File: src/rtl/trim_ctr_pkg.sv
package trim_ctr_pkg;
  typedef enum logic [2:0] {
    ST_BOOT,
    ST_RECALL,
    ST_IDLE,
    ST_WRITE,
    ST_VERIFY
  } nv_state_e;

  typedef enum logic [1:0] {
    CNT_HOLD,
    CNT_UP,
    CNT_DOWN,
    CNT_LOAD
  } cnt_op_e;
endpackage

File: src/rtl/trim_rst_sync.sv
module trim_rst_sync #(
  parameter int STAGES = 2
) (
  input  logic clk,
  input  logic rst_ni,
  output logic rst_no
);
  logic [STAGES-1:0] sync_q;

  for (genvar i = 0; i < STAGES; i++) begin : g_stage
    if (i == 0) begin : g_first
      always_ff @(posedge clk or negedge rst_ni) begin
        if (!rst_ni) sync_q[i] <= 1'b0;
        else         sync_q[i] <= 1'b1;
      end
    end else begin : g_rest
      always_ff @(posedge clk or negedge rst_ni) begin
        if (!rst_ni) sync_q[i] <= 1'b0;
        else         sync_q[i] <= sync_q[i-1];
      end
    end
  end

  assign rst_no = sync_q[STAGES-1];
endmodule

File: src/rtl/trim_sat_counter.sv
module trim_sat_counter
  import trim_ctr_pkg::*;
#(
  parameter int W = 7
) (
  input  logic         clk,
  input  logic         rst_n,
  input  cnt_op_e      op_i,
  input  logic [W-1:0] load_val_i,
  output logic [W-1:0] value_o
);
  localparam logic [W-1:0] MAX_CODE = {W{1'b1}};
  localparam logic [W-1:0] MIN_CODE = '0;

  logic [W-1:0] val_q;
  logic [W-1:0] val_d;
  logic         val_en;

  always_comb begin
    val_d  = val_q;
    val_en = 1'b0;
    unique case (op_i)
      CNT_UP: begin
        if (val_q != MAX_CODE) begin
          val_d  = val_q + 1'b1;
          val_en = 1'b1;
        end
      end
      CNT_DOWN: begin
        if (val_q != MIN_CODE) begin
          val_d  = val_q - 1'b1;
          val_en = 1'b1;
        end
      end
      CNT_LOAD: begin
        val_d  = load_val_i;
        val_en = 1'b1;
      end
      default: ;
    endcase
  end

  always_ff @(posedge clk or negedge rst_n) begin
    if (!rst_n)      val_q <= '0;
    else if (val_en) val_q <= val_d;
  end

  assign value_o = val_q;
endmodule

File: src/rtl/trim_nv_seq.sv
module trim_nv_seq
  import trim_ctr_pkg::*;
#(
  parameter int           W             = 7,
  parameter int           STORE_TMO_CYC = 20_000_000,
  parameter logic [W-1:0] DEFAULT_CODE  = 7'h40
) (
  input  logic         clk,
  input  logic         rst_n,
  input  logic         prog_i,
  input  logic         nv_ack_i,
  input  logic [W-1:0] nv_rdata_i,
  input  logic [W-1:0] cur_val_i,
  output logic         nv_rd_o,
  output logic         nv_wr_o,
  output logic [W-1:0] nv_wdata_o,
  output logic         load_o,
  output logic [W-1:0] load_val_o,
  output logic         count_ok_o,
  output logic         valid_o,
  output logic         busy_o,
  output logic         done_o,
  output logic         err_o
);
  localparam int TMO_W = $clog2(STORE_TMO_CYC + 1);
  localparam logic [TMO_W-1:0] TMO_LAST = TMO_W'(STORE_TMO_CYC - 1);

  nv_state_e    state_q, state_d;
  logic [W-1:0] snap_q, snap_d;
  logic         snap_en;
  logic         err_q, err_d;
  logic         done_q, done_d;
  logic [TMO_W-1:0] tmo_q, tmo_d;
  logic         tmo_en;
  logic         tmo_hit;

  // timer: cleared while idle, runs across a whole operation
  assign tmo_hit = (tmo_q == TMO_LAST);

  always_comb begin
    tmo_en = 1'b1;
    tmo_d  = tmo_q;
    if (state_q == ST_IDLE || state_q == ST_BOOT) begin
      tmo_d = '0;
    end else if (!tmo_hit) begin
      tmo_d = tmo_q + 1'b1;
    end else begin
      tmo_en = 1'b0;
    end
  end

  always_comb begin
    state_d    = state_q;
    snap_d     = snap_q;
    snap_en    = 1'b0;
    err_d      = err_q;
    done_d     = 1'b0;
    load_o     = 1'b0;
    load_val_o = nv_rdata_i;
    nv_rd_o    = 1'b0;
    nv_wr_o    = 1'b0;
    unique case (state_q)
      ST_BOOT: state_d = ST_RECALL;
      ST_RECALL: begin
        nv_rd_o = 1'b1;
        if (nv_ack_i) begin
          load_o  = 1'b1;
          state_d = ST_IDLE;
        end else if (tmo_hit) begin
          load_o     = 1'b1;
          load_val_o = DEFAULT_CODE;
          err_d      = 1'b1;
          state_d    = ST_IDLE;
        end
      end
      ST_IDLE: begin
        if (prog_i) begin
          snap_d  = cur_val_i;
          snap_en = 1'b1;
          err_d   = 1'b0;
          state_d = ST_WRITE;
        end
      end
      ST_WRITE: begin
        nv_wr_o = 1'b1;
        if (nv_ack_i) begin
          state_d = ST_VERIFY;
        end else if (tmo_hit) begin
          err_d   = 1'b1;
          done_d  = 1'b1;
          state_d = ST_IDLE;
        end
      end
      ST_VERIFY: begin
        nv_rd_o = 1'b1;
        if (nv_ack_i) begin
          err_d   = (nv_rdata_i != snap_q);
          done_d  = 1'b1;
          state_d = ST_IDLE;
        end else if (tmo_hit) begin
          err_d   = 1'b1;
          done_d  = 1'b1;
          state_d = ST_IDLE;
        end
      end
      default: state_d = ST_BOOT;
    endcase
  end

  always_ff @(posedge clk or negedge rst_n) begin
    if (!rst_n) begin
      state_q <= ST_BOOT;
      err_q   <= 1'b0;
      done_q  <= 1'b0;
    end else begin
      state_q <= state_d;
      err_q   <= err_d;
      done_q  <= done_d;
    end
  end

  always_ff @(posedge clk or negedge rst_n) begin
    if (!rst_n)       snap_q <= '0;
    else if (snap_en) snap_q <= snap_d;
  end

  always_ff @(posedge clk or negedge rst_n) begin
    if (!rst_n)      tmo_q <= '0;
    else if (tmo_en) tmo_q <= tmo_d;
  end

  assign nv_wdata_o = snap_q;
  assign valid_o    = (state_q == ST_IDLE) || (state_q == ST_WRITE) || (state_q == ST_VERIFY);
  assign busy_o     = (state_q == ST_WRITE) || (state_q == ST_VERIFY);
  assign count_ok_o = (state_q == ST_IDLE) && !prog_i;
  assign done_o     = done_q;
  assign err_o      = err_q;
endmodule

File: src/rtl/trim_ctr_top.sv
module trim_ctr_top
  import trim_ctr_pkg::*;
#(
  parameter int           W             = 7,
  parameter int           STORE_TMO_CYC = 20_000_000,
  parameter logic [W-1:0] DEFAULT_CODE  = 7'h40,
  parameter int           RST_STAGES    = 2
) (
  input  logic         clk,
  input  logic         rst_n,
  input  logic         inc_i,
  input  logic         dec_i,
  input  logic         prog_i,
  output logic         nv_rd_o,
  output logic         nv_wr_o,
  output logic [W-1:0] nv_wdata_o,
  input  logic [W-1:0] nv_rdata_i,
  input  logic         nv_ack_i,
  output logic [W-1:0] setting_o,
  output logic         valid_o,
  output logic         busy_o,
  output logic         done_o,
  output logic         err_o
);
  logic         rst_sync_n;
  logic         load;
  logic [W-1:0] load_val;
  logic         count_ok;
  cnt_op_e      cnt_op;

  trim_rst_sync #(.STAGES(RST_STAGES)) rst_sync_i (
    .clk    (clk),
    .rst_ni (rst_n),
    .rst_no (rst_sync_n)
  );

  trim_nv_seq #(
    .W             (W),
    .STORE_TMO_CYC (STORE_TMO_CYC),
    .DEFAULT_CODE  (DEFAULT_CODE)
  ) seq_i (
    .clk        (clk),
    .rst_n      (rst_sync_n),
    .prog_i     (prog_i),
    .nv_ack_i   (nv_ack_i),
    .nv_rdata_i (nv_rdata_i),
    .cur_val_i  (setting_o),
    .nv_rd_o    (nv_rd_o),
    .nv_wr_o    (nv_wr_o),
    .nv_wdata_o (nv_wdata_o),
    .load_o     (load),
    .load_val_o (load_val),
    .count_ok_o (count_ok),
    .valid_o    (valid_o),
    .busy_o     (busy_o),
    .done_o     (done_o),
    .err_o      (err_o)
  );

  always_comb begin
    cnt_op = CNT_HOLD;
    if (load)                         cnt_op = CNT_LOAD;
    else if (count_ok && inc_i && !dec_i) cnt_op = CNT_UP;
    else if (count_ok && dec_i && !inc_i) cnt_op = CNT_DOWN;
  end

  trim_sat_counter #(.W(W)) cnt_i (
    .clk        (clk),
    .rst_n      (rst_sync_n),
    .op_i       (cnt_op),
    .load_val_i (load_val),
    .value_o    (setting_o)
  );
endmodule

File: config.mk
export PLATFORM = sky130hd
export DESIGN_NAME = trim_ctr_top
export DESIGN_NICKNAME = d
export VERILOG_FILES = /design/src/rtl/trim_ctr_pkg.sv /design/src/rtl/trim_rst_sync.sv /design/src/rtl/trim_sat_counter.sv /design/src/rtl/trim_nv_seq.sv /design/src/rtl/trim_ctr_top.sv
export SDC_FILE = /design/constraint.sdc
export NUM_CORES = 1
export LEC_CHECK = 0
export BUFFER_PORTS_ARGS = -buffer_cell sky130_fd_sc_hd__buf_4
export CORE_MARGIN = 3
export CORE_UTILIZATION = 50
export CTS_BUF_LIST = sky130_fd_sc_hd__clkbuf_8
export CTS_CLUSTER_SIZE = 28
export DETAILED_ROUTE_END_ITERATION = 6
export PLACE_DENSITY = 0.69
export SETUP_SLACK_MARGIN = 0.1
export SLEW_MARGIN = 0
export SYNTH_ARGS = -nofsm -noshare
export SYNTH_HDL_FRONTEND = slang
export SYNTH_SLANG_ARGS = --single-unit
File: constraint.sdc
create_clock -name clk -period 3.1 [get_ports clk]
set_clock_uncertainty 0.1 [all_clocks]
set_input_delay 0.31 -clock clk [delete_from_list [all_inputs] [get_ports clk]]
set_output_delay 0.31 -clock clk [all_outputs]
set_load 0.02 [all_outputs]
==> results of run 1 <==
-- worst min-delay path, delay by kind of cell --
kind / cells / cell delay [ns]
buf+inv: 1 / 0.09
compound gates: 1 / 0.06
simple gates: 1 / 0.04
-- synthesized netlist by cell type (7+ instances only) --
library cell / n / area share (%)
dfrtp_1: 46 / 42
nor2_1: 36 / 4.9
xnor2_1: 21 / 6.7
nand2_1: 18 / 2.5
a21oi_1: 16 / 2.9
inv_1: 14 / 1.9
nand3_1: 14 / 2.5
o21ai_0: 12 / 2.2
nand4_1: 10 / 2.3
nor3_1: 10 / 1.8
mux2_2: 7 / 2.9
-- layer usage --
layer | vias up | GRT usage [%]
li1 | 1139 | -
met1 | 1092 | 30.69
met2 | 51 | 31.21
met3 | 4 | 3.139
met4 | 0 | 5.912
met5 | - | 0
-- through the flow --
stage / util, % / area, um^2 / setup slack, ns / hold WS, ns
2_1_floorplan: - / 2749 / 0.4286 / -0.08559
3_3_place_gp: 58.75 / 3058 / 0.3615 / -0.007825
3_5_place_dp: 58.75 / 3058 / 0.2706 / -0.006646
4_1_cts: 61.06 / 3178 / 0.2512 / 0.1377
5_1_grt: 61.23 / 3187 / 0.1656 / 0.1479
6_report: 61.23 / 3187 / 0.2903 / 0.1391
-- layout by cell type (no fill, tap or decap), drive strengths merged, types with 3 or more instances in the layout --
cell / n
nor3: 10
nor4: 4
xor2: 4
and3: 4
xnor2: 21
a21oi: 17
ha: 6
nand4: 10
or4: 5
clkbuf: 5
nand2: 18
mux2: 7
buf: 35
nor2: 37
nor4b: 3
dfrtp: 46
nand3: 14
o211a: 3
inv: 15
o22ai: 3
o21ai: 13
or3: 7
a2bb2oi: 4
-- area by class of cell --
| type | instances | share of cell area [%] |
|---|---|---|
| clock buffer | 5 | 2.159 |
| clock inverter | 3 | 1.296 |
| inverter | 14 | 1.649 |
| multi-input combinational | 225 | 47.43 |
| sequential | 46 | 36.16 |
| tap | 70 | 2.748 |
| timing repair buffer | 36 | 8.559 |
-- cell families after synthesis --
| logic type | after synthesis |
|---|---|
| simple gates | 127 |
| compound gates | 56 |
| flops | 46 |
| xor+xnor | 25 |
| buf+inv | 23 |
| mux | 9 |
| fa+ha+maj | 7 |
| other cells | 1 |
-- registers in the layout, indices dropped and copies added (netlist names) --
signal,cells
cnt_i.value_o,7
rst_sync_i.rst_no,1
rst_sync_i.sync_q,1
seq_i.done_o,1
seq_i.err_o,1
seq_i.nv_wdata_o,7
seq_i.state_q,3
seq_i.tmo_q,25
-- path summary, 6_finish.rpt --
kind | start | to | slack (ns) | cells after the start
max in group asynchronous | rst_sync_i.rst_no | seq_i.tmo_q[16] | 1.97 | 0
min | nv_rdata_i[0] | cnt_i.value_o[0] | 0.14 | 3
max reg2reg | seq_i.state_q[2] | cnt_i.value_o[6] | 0.29 | 8
min reg2reg | rst_sync_i.sync_q[0] | rst_sync_i.rst_no | 0.26 | 0
min in group asynchronous | rst_n | rst_sync_i.sync_q[0] | 0.22 | 2
max | seq_i.state_q[2] | cnt_i.value_o[6] | 0.29 | 8
-- what timing repair did --
| item | in CTS | in global routing |
|---|---|---|
| setup endpoints to repair | 0 | 1 |
| hold buffers | 1 | 0 |
| endpoints found under the hold margin | 2 | 0 |
| gates resized for setup | 0 | 1 |
-- report_power, final --
group	internal, mW	switching [mW]	total [mW]
registers	0.745	0.225	0.970
clock network	0.238	0.206	0.444
logic	0.553	0.662	1.22
==> metrics.md, run 1 <==
| Metric | Value |
|---|---|
| Buffer and inverter count on the worst path | `0` |
| Clock buffer depth | `2` |
| Sequential-to-total area share from yosys stat | `41.88%` |
| CTS sink cnt | `46` |
| Routed Antenna Nets | `0` |
| Final setup fails | `0` |
| Register area | `1152 um^2` |
| PortBufs | `32` |
| Syn nets | `314` |
| Synthesized area per cell | `9.350 um^2` |
| Area grow syn2layout | `15.93%` |
| Post-synthesis adder-cell area fraction | `3.459%` |
| Final wirelength | `6204 um` |
| Final Critical Period | `2.810 ns` |
| RSZ-0062 raised after global routing | `false` |
| Crit path largest cell delay | `0.51 ns` |
| Critical Path Start Type | `flip-flop` |
| Reg clk slew, reported paths | `0.09 ns` |
| Status | `finished clean` |
| DRT Pass-1 Iters | `4` |
| Initial antenna violation count | `0` |
| First-pass GRT wire length | `10540 um` |
| Vias in the first global route | `2175` |
| Max Cap Violations | `0` |
| Most common flop cell mapped by yosys | `dfrtp_1` |
| Synth Register Bits | `46` |
| Via count | `2286` |
| Post-synth EDFFs | `0` |
| Worst Max-Slew Pin Slew | `0.9636 ns` |
| Worst Path Required | `3.23 ns` |
| Iteration-0 DRC Markers | `142` |
| WS Path Type | `reg -> reg` |
| PD cells | `825.0 nW/um^2` |
| CTS Buf Count | `5` |
| Synth cell types | `61` |
| Post-CTS Setup Inserts | `0` |
| Warnings from Yosys | `0` |
| Metal2 WL | `2856 um` |
| Worst slew margin | `35.76%` |
| Filler Cell Count | `467` |
| Synth Area in XOR/XNOR | `7.965%` |
| Die Y | `80.15 um` |
| DP Wirelength | `4410 um` |
| Slew Viols, Final | `0` |
| Final TNS setup | `0 ns` |
| DR WL met3 | `298 um` |
| Worst min-delay path class | `in -> reg` |
| Simple-gate share of the synthesized area | `25.67%` |
| Multi-input logic area | `1511 um^2` |
| ANT cells | `0` |
| CTS H-Tree Depth | `2` |
| Number of remaining DRC errors | `0` |
| Final cell count without fillers | `399` |
| Crit path cell chain | `nor4b_4 > nand2_1 > fa_1 > nand2b_1 > a21o_1 > o211a_1 > or4_1 > nand4_1` |
| VDD IR-drop max | `506.4 uV` |
| CP Max Fanout | `10` |
| Starting Density | `52.81%` |
| Pwr Total | `2.629 mW` |
| Multiplexer share of the synthesized area | `3.596%` |
| Final worst-path cycle share | `90.64%` |
| Synth Cell Area | `2749 um^2` |
| Wire length per cell | `15.55 um` |
| Async set-reset flop share out of synthesis | `100.0%` |
| Overall Global Routing Usage | `20.70%` |
| Crit-path slowest cell | `dfrtp_1` |
| CTS tree | `yes` |
| Leak pwr | `1.349 nW` |
| Largest family of logic cells by synthesized area | `simple AND/OR/NAND/NOR gates` |
| FP Rows | `26` |
| Worst Path Arrival | `2.94 ns` |
| Fmax | `355.9 MHz` |
| Later-pin clock latency in the skew report | `0.29 ns` |
| Chip Width | `80.15 um` |
| Clock Tree Root | `clkbuf_8` |
| M1 WL | `3001 um` |
| Io pins | `33` |
| Worst path top cell family by delay | `simple AND/OR/NAND/NOR gates` |
| Core area | `5205 um^2` |
| Layout cells sized above 1 | `19.45%` |
| Die area | `6423 um^2` |
| Placer Congestion | `0.8972` |
| Placed cells | `390` |
| Largest net degree at the start of global routing | `45` |
| Syn Inst Count | `294` |
| Crit. End Element | `flip-flop` |
| Via/cell ratio | `5.729` |
| Compound-Gate Fraction of Synth Area | `13.84%` |
| Hold Violations, Final | `0` |
| Topmost layer with routed signal wires | `met4` |
| Net count, final | `348` |
| GRT overflow | `0` |
(Power assumes the default switching activity.)
==> run 2, diff against run 1 <==
==> constraint.sdc (replaced) <==
create_clock -name clk -period 3.2 [get_ports clk]
set_clock_uncertainty 0.1 [all_clocks]
set_input_delay 0.32 -clock clk [delete_from_list [all_inputs] [get_ports clk]]
set_output_delay 0.32 -clock clk [all_outputs]
set_load 0.02 [all_outputs]
==> run 2 against run 1 <==
  * Count of clock-buffer cells in the layout is the same
  * Sequential power shrank 2.3%
  * Hold slack got worse by 0.0034 ns
  * Non-clock buffer count decreased by 1
  * Sequential share of layout area is 0.20 points higher
  * Clock power fell by 2%
  * Critical path type unchanged
  * Core utilization fell by 0.34 points
==> metrics.md, run 2 (synthesized netlist as in run 1, its figures left out) <==
| Metric | Value |
|---|---|
| Placed cells | `389 (-0.26%)` |
| Vias in the first global route | `2150 (-1.1%)` |
| PortBufs | `32 (unchanged)` |
| NetSw | `1.052 mW (-3.8%)` |
| GRT overflow | `0 (unchanged)` |
| Hold Violations, Final | `0 (unchanged)` |
| Wire length per cell | `15.82 um (+1.8%)` |
| Most frequent cells in the layout | `dfrtp_1 (45), nor2_1 (36), buf_4 (34)` |
| ANT cells | `0 (unchanged)` |
| Later-pin clock latency in the skew report | `0.30 ns (about the same)` |
| Final cell count without fillers | `398 (-0.25%)` |
| Worst Max-Slew Pin Slew | `0.9836 ns (+0.01998 ns)` |
| DRT Pass-1 Iters | `4 (unchanged)` |
| Busiest grt layer | `met2` |
| R2r setup slk | `0.35 ns (+0.06 ns)` |
| CTS sink cnt | `46 (unchanged)` |
| Clock Power Share | `17.3% (+0.4 points)` |
| Via/cell ratio | `5.766 (+0.65%)` |
| Final TNS setup | `0 ns (unchanged)` |
| RSZ-0062 raised after global routing | `false` |
| Overall Global Routing Usage | `20.61% (-0.086 points)` |
| Placer Congestion | `0.8937 (-0.39%)` |
| Die Y | `80.15 um (unchanged)` |
| CTS H-Tree Depth | `2 (unchanged)` |
| CTS Buf Count | `5 (unchanged)` |
| Core area | `5205 um^2 (unchanged)` |
| Worst Path Required | `3.34 ns (+0.11 ns)` |
| Worst slew margin | `34.43% (-1.3 points)` |
| CTS tree | `yes` |
| Power share of the combinational group | `45.2% (-1.0 points)` |
| Crit. End Element | `flip-flop` |
| Io pins | `33 (unchanged)` |
| Met2 Usage GRT | `31.79% (+0.58 points)` |
| Int Power | `1.474 mW (-4.0%)` |
| Most common cell after layout, fill and taps aside | `dfrtp_1` |
| Routed Antenna Nets | `0 (unchanged)` |
| Post-CTS Setup Inserts | `0 (unchanged)` |
| Reg clk slew, reported paths | `0.09 ns (about the same)` |
| Global routing usage on met3 | `5.493% (+2.4 points)` |
| Iteration-0 DRC Markers | `135 (-4.9%)` |
| Clock Tree Root | `clkbuf_8` |
| Largest net degree at the start of global routing | `45 (unchanged)` |
| Max Cap Violations | `0 (unchanged)` |
| Worst min-delay path class | `in -> reg` |
| First-pass GRT wire length | `10390 um (-1.4%)` |
| Post-Route Utilization | `60.89% (-0.34 points)` |
| Net count, final | `347 (-0.29%)` |
| Layout cells sized above 1 | `19.51% (+0.059 points)` |
| Max FFs per register | `25 (unchanged)` |
| CP Max Fanout | `12 (+2)` |
| VDD IR-drop max | `417.5 uV (-18%)` |
| FP Rows | `26 (unchanged)` |
| Final Critical Period | `2.852 ns (+0.04216 ns)` |
| Met1 Usage GRT | `28.99% (-1.7 points)` |
| Clock buffer depth | `2 (unchanged)` |
| Area grow syn2layout | `15.29%` |
| DP Wirelength | `4410 um (about the same)` |
| Filler Cell Count | `463 (-0.86%)` |
| Via count | `2295 (+0.39%)` |
| Chip Width | `80.15 um (unchanged)` |
| Number of remaining DRC errors | `0 (unchanged)` |
| Share of power burned in registers | `37.5% (+0.6 points)` |
| Starting Density | `52.81% (unchanged)` |
| Slew Viols, Final | `0 (unchanged)` |
| Leak pwr | `1.342 nW (-0.52%)` |
| Initial antenna violation count | `0 (unchanged)` |
| Sw frac | `41.66% (+0.073 points)` |
| Largest reg by FF count | `seq_i.tmo_q` |
| Final wirelength | `6298 um (+1.5%)` |
| Die area | `6423 um^2 (unchanged)` |
| Final setup fails | `0 (unchanged)` |
| Worst Path Arrival | `3.00 ns (+0.06 ns)` |
| Status | `finished clean` |
| WS Path Type | `reg -> reg` |
| Critical Path Start Type | `flip-flop` |
| Final worst-path cycle share | `89.12% (-1.5 points)` |
| Fmax | `350.6 MHz (-1.5%)` |
| PD cells | `797.0 nW/um^2 (-3.4%)` |
-- run 2: path summary, 6_finish.rpt --
check / startpoint / endpoint / cells past startpoint
hold / removal: nv_rdata_i[0] / cnt_i.value_o[0] / 3
hold reg to reg: rst_sync_i.sync_q[0] / rst_sync_i.rst_no / 0
setup reg to reg: seq_i.state_q[0] / cnt_i.value_o[6] / 8
min in group asynchronous: rst_n / rst_sync_i.sync_q[0] / 2
max in group asynchronous: rst_sync_i.rst_no / seq_i.tmo_q[3] / 0
setup / recovery: seq_i.state_q[0] / cnt_i.value_o[6] / 8
-- run 2: routing by layer --
layer | routed length, um | share of wire, % | up-vias
li1 | - | - | 1129
met1 | 3063 | 49 | 1124
met2 | 2970 | 47 | 40
met3 | 237 | 3.8 | 2
met4 | 27 | 0.43 | 0
met5 | 0 | 0 | -
-- run 2: area by class of cell --
cell class              count  area (um^2)  share of cell area, %
clock inverters             3        40.04                  1.263
inverters                  14        52.55                  1.658
clock buffers               5        68.82                  2.171
multi-input cells         225         1503                  47.41
well taps                  70        87.58                  2.764
flip-flops and latches     46         1152                  36.36
repair buffers             35        265.3                  8.370
-- run 2: stage by stage --
stage	hold WS [ns]	cell area, um^2	power, mW	setup WS (ns)
after floorplan	-0.07559	2749	1.689	0.5286
after global placement	0.002151	3050	2.080	0.4450
after global routing	0.1404	3169	2.688	0.1727
final	0.1357	3169	2.526	0.3481
after CTS	0.1292	3169	2.541	0.3558
after detailed placement	0.003354	3050	2.101	0.3777
-- run 2: what timing repair did --
| item | in CTS | in global routing |
|---|---|---|
| resized for setup | 0 | 0 |
| hold buffers | 1 | 0 |
| hold endpoints to repair | 2 | 0 |
-- run 2: power groups by stage --
stage               logic (mW)  registers (mW)  clock network, mW
floorplan                0.709           0.981                  0
global placement          1.13           0.952                  0
detailed placement        1.14           0.958                  0
CTS                       1.15           0.949              0.446
global route              1.24           0.976              0.469
finish                    1.14           0.948              0.437
-- run 2: critical path: stages (launching register included) --
cell      delay (ns)
dfrtp_1         0.52
nor4b_2         0.39
nand2_1         0.20
fa_1            0.44
nand2b_1        0.18
a21o_1          0.18
o211a_1         0.21
or4_1           0.48
nand4_1         0.10
==> run 3, diff against run 2 <==
--- a/config.mk
+++ b/config.mk
@@ -11,7 +11,7 @@
 export CTS_BUF_LIST = sky130_fd_sc_hd__clkbuf_8
 export CTS_CLUSTER_SIZE = 28
 export DETAILED_ROUTE_END_ITERATION = 6
-export PLACE_DENSITY = 0.69
+export PLACE_DENSITY_LB_ADDON = 0.12
 export SETUP_SLACK_MARGIN = 0.1
 export SLEW_MARGIN = 0
 export SYNTH_ARGS = -nofsm -noshare
==> run 3 against run 2 <==
  * Core utilization decreased by 0.22 points
  * Total power decreased by 2.9%
  * Routed wire length decreased by 5.9%
  * Maximum frequency decreased by 0.25%
  * Sequential power decreased by 0.5%
  * Count of clock-buffer cells in the layout unchanged
  * Sequential share of layout area increased by 0.13 points
  * Flip-flop and latch count unchanged
  * Clock power decreased by 13%
  * Cell area decreased by 0.36%
  * Critical path type unchanged
  * Largest cell class unchanged
==> metrics.md, run 3 (synthesized netlist as in run 1, its figures left out) <==
| Metric | Value |
|---|---|
| Final TNS setup | `0 ns (unchanged)` |
| Critical Path Start Type | `flip-flop` |
| CTS H-Tree Depth | `2 (unchanged)` |
| ANT cells | `0 (unchanged)` |
| Hold WS | `0.1470 ns (+0.01125 ns)` |
| Reg clk slew, reported paths | `0.10 ns (about the same)` |
| Resized Gates After CTS | `0 (unchanged)` |
| WS Path Type | `reg -> reg` |
| Worst Path Required | `3.34 ns (about the same)` |
| Filler Cell Count | `445 (-3.9%)` |
| Die Y | `80.15 um (unchanged)` |
| GRT overflow | `0 (unchanged)` |
| Via count | `2269 (-1.1%)` |
| PD cells | `776.8 nW/um^2 (-2.5%)` |
| Leak pwr | `1.335 nW (-0.54%)` |
| Iteration-0 DRC Markers | `123 (-8.9%)` |
| Layout cells sized above 1 | `19.51% (unchanged)` |
| Worst Path Arrival | `3.00 ns (about the same)` |
| Largest net degree at the start of global routing | `45 (unchanged)` |
| Clock Tree Root | `clkbuf_8` |
| Most common cell after layout, fill and taps aside | `dfrtp_1` |
| VDD IR-drop max | `472.5 uV (+13%)` |
| Final setup fails | `0 (unchanged)` |
| PortBufs | `32 (unchanged)` |
| Net count, final | `347 (unchanged)` |
| CTS sink cnt | `46 (unchanged)` |
| CTS tree | `yes` |
| Final worst-path cycle share | `89.34% (+0.22 points)` |
| Final Critical Period | `2.859 ns (+0.007115 ns)` |
| Worst slew margin | `35.35% (+0.93 points)` |
| FF-to-FF path depth | `8 (unchanged)` |
| Chip Width | `80.15 um (unchanged)` |
| Later-pin clock latency in the skew report | `0.30 ns (about the same)` |
| Worst hold start | `nv_rdata_i[0]` |
| Most frequent cells in the layout | `dfrtp_1 (45), nor2_1 (36), buf_4 (34)` |
| Routed Antenna Nets | `0 (unchanged)` |
| Overall Global Routing Usage | `20.79% (+0.17 points)` |
| Crit. End Element | `flip-flop` |
| Clock buffer depth | `2 (unchanged)` |
| Slew Viols, Final | `0 (unchanged)` |
| Worst hold path cell count | `3 (unchanged)` |
| Initial antenna violation count | `0 (unchanged)` |
| Max FFs per register | `25 (unchanged)` |
| Hold Violations, Final | `0 (unchanged)` |
| Final cell count without fillers | `398 (unchanged)` |
| DRT Pass-1 Iters | `5 (+1)` |
| Max Cap Violations | `0 (unchanged)` |
| RSZ-0062 raised after global routing | `false` |
| R2r setup slk | `0.34 ns (about the same)` |
| Status | `finished clean` |
| Final wirelength | `5924 um (-5.9%)` |
| Largest reg by FF count | `seq_i.tmo_q` |
| Placer Congestion | `0.8842 (-1.1%)` |
| Via/cell ratio | `5.701 (-1.1%)` |
| CP Max Fanout | `12 (unchanged)` |
| Placed cells | `389 (unchanged)` |
| Worst min-delay path class | `in -> reg` |
| CTS Hold Bufs | `1 (unchanged)` |
| Fmax | `349.8 MHz (-0.25%)` |
| Core area | `5205 um^2 (unchanged)` |
| Worst Max-Slew Pin Slew | `0.9697 ns (-0.01389 ns)` |
| Vias in the first global route | `2183 (+1.5%)` |
| Worst Hold Path EP | `cnt_i.value_o[0]` |
| CTS Buf Count | `5 (unchanged)` |
| Worst r2r src | `seq_i.state_q[0]` |
| Io pins | `33 (unchanged)` |
| First-pass GRT wire length | `10480 um (+0.87%)` |
| FP Rows | `26 (unchanged)` |
| Post-CTS Setup Inserts | `0 (unchanged)` |
| Starting Density | `52.81% (unchanged)` |
| RR Endpoint | `cnt_i.value_o[6]` |
| Wire length per cell | `14.88 um (-5.9%)` |
| Area grow syn2layout | `14.88%` |
| Die area | `6423 um^2 (unchanged)` |
| Number of remaining DRC errors | `0 (unchanged)` |
| DP Wirelength | `4315 um (-2.2%)` |
-- run 3: changes by cell type in the layout (fill, tap and decap cells not counted) --
| cell | before | now |
|---|---|---|
| inv_6 | 0 | 1 |
| inv_8 | 0 | 1 |
| clkinv_2 | 2 | 0 |
| bufinv_16 | 1 | 0 |
| clkinv_4 | 0 | 1 |
-- run 3: power by group --
group	internal (mW)	switching (mW)	leakage, nW
Sequential	0.721	0.222	0.595
Clock	0.163	0.217	0.0506
Combinational	0.521	0.609	0.689
-- run 3: layer usage --
layer | up-vias | track usage (%) | wire (um) | part of all wire (%)
met2 | 42 | 30.38 | 2682 | 45
met3 | 10 | 4.260 | 229 | 3.9
met5 | - | 0 | 0 | 0
li1 | 1144 | - | - | -
met1 | 1073 | 30.83 | 2930 | 49
met4 | 0 | 6.250 | 81 | 1.4
-- run 3: critical path, cell delays in order (launching register included) --
cell and delay [ns]:
dfrtp_1 0.52, nor4b_2 0.41, nand2_1 0.20, fa_1 0.43, nand2b_1 0.19, a21o_1 0.17
o211a_1 0.21, or4_1 0.47, nand4_1 0.10
-- run 3: cell type report --
class / instances / area, um^2 / area share, %
Multi-Input combinational cell: 225 / 1503 / 47.58
Sequential cell: 46 / 1152 / 36.49
Timing Repair Buffer: 35 / 265.3 / 8.399
Tap cell: 70 / 87.58 / 2.773
Clock buffer: 5 / 68.82 / 2.179
Inverter: 14 / 52.55 / 1.664
Clock inverter: 3 / 28.78 / 0.9113
-- run 3: how the worst max path moves through the flow --
stage,endpoint,slack [ns],startpoint,cells past startpoint
after CTS,cnt_i.value_o[6],0.33,seq_i.state_q[0],8
after global routing,cnt_i.value_o[6],0.15,seq_i.state_q[0],9
after detailed placement,cnt_i.value_o[6],0.35,seq_i.state_q[0],8
final,cnt_i.value_o[6],0.34,seq_i.state_q[0],8
after global placement,cnt_i.value_o[6],0.42,seq_i.state_q[0],8
after floorplan,cnt_i.value_o[6],0.53,seq_i.state_q[2],9
-- run 3: per-stage QoR --
step,power [mW],setup WS (ns),utilization (%),cell area [um^2]
global route,2.651,0.1487,60.67,3158
detailed placement,2.097,0.3460,58.61,3050
CTS,2.489,0.3335,60.67,3158
global placement,2.081,0.4236,58.61,3050
floorplan,1.689,0.5286,-,2749
finish,2.453,0.3410,60.67,3158
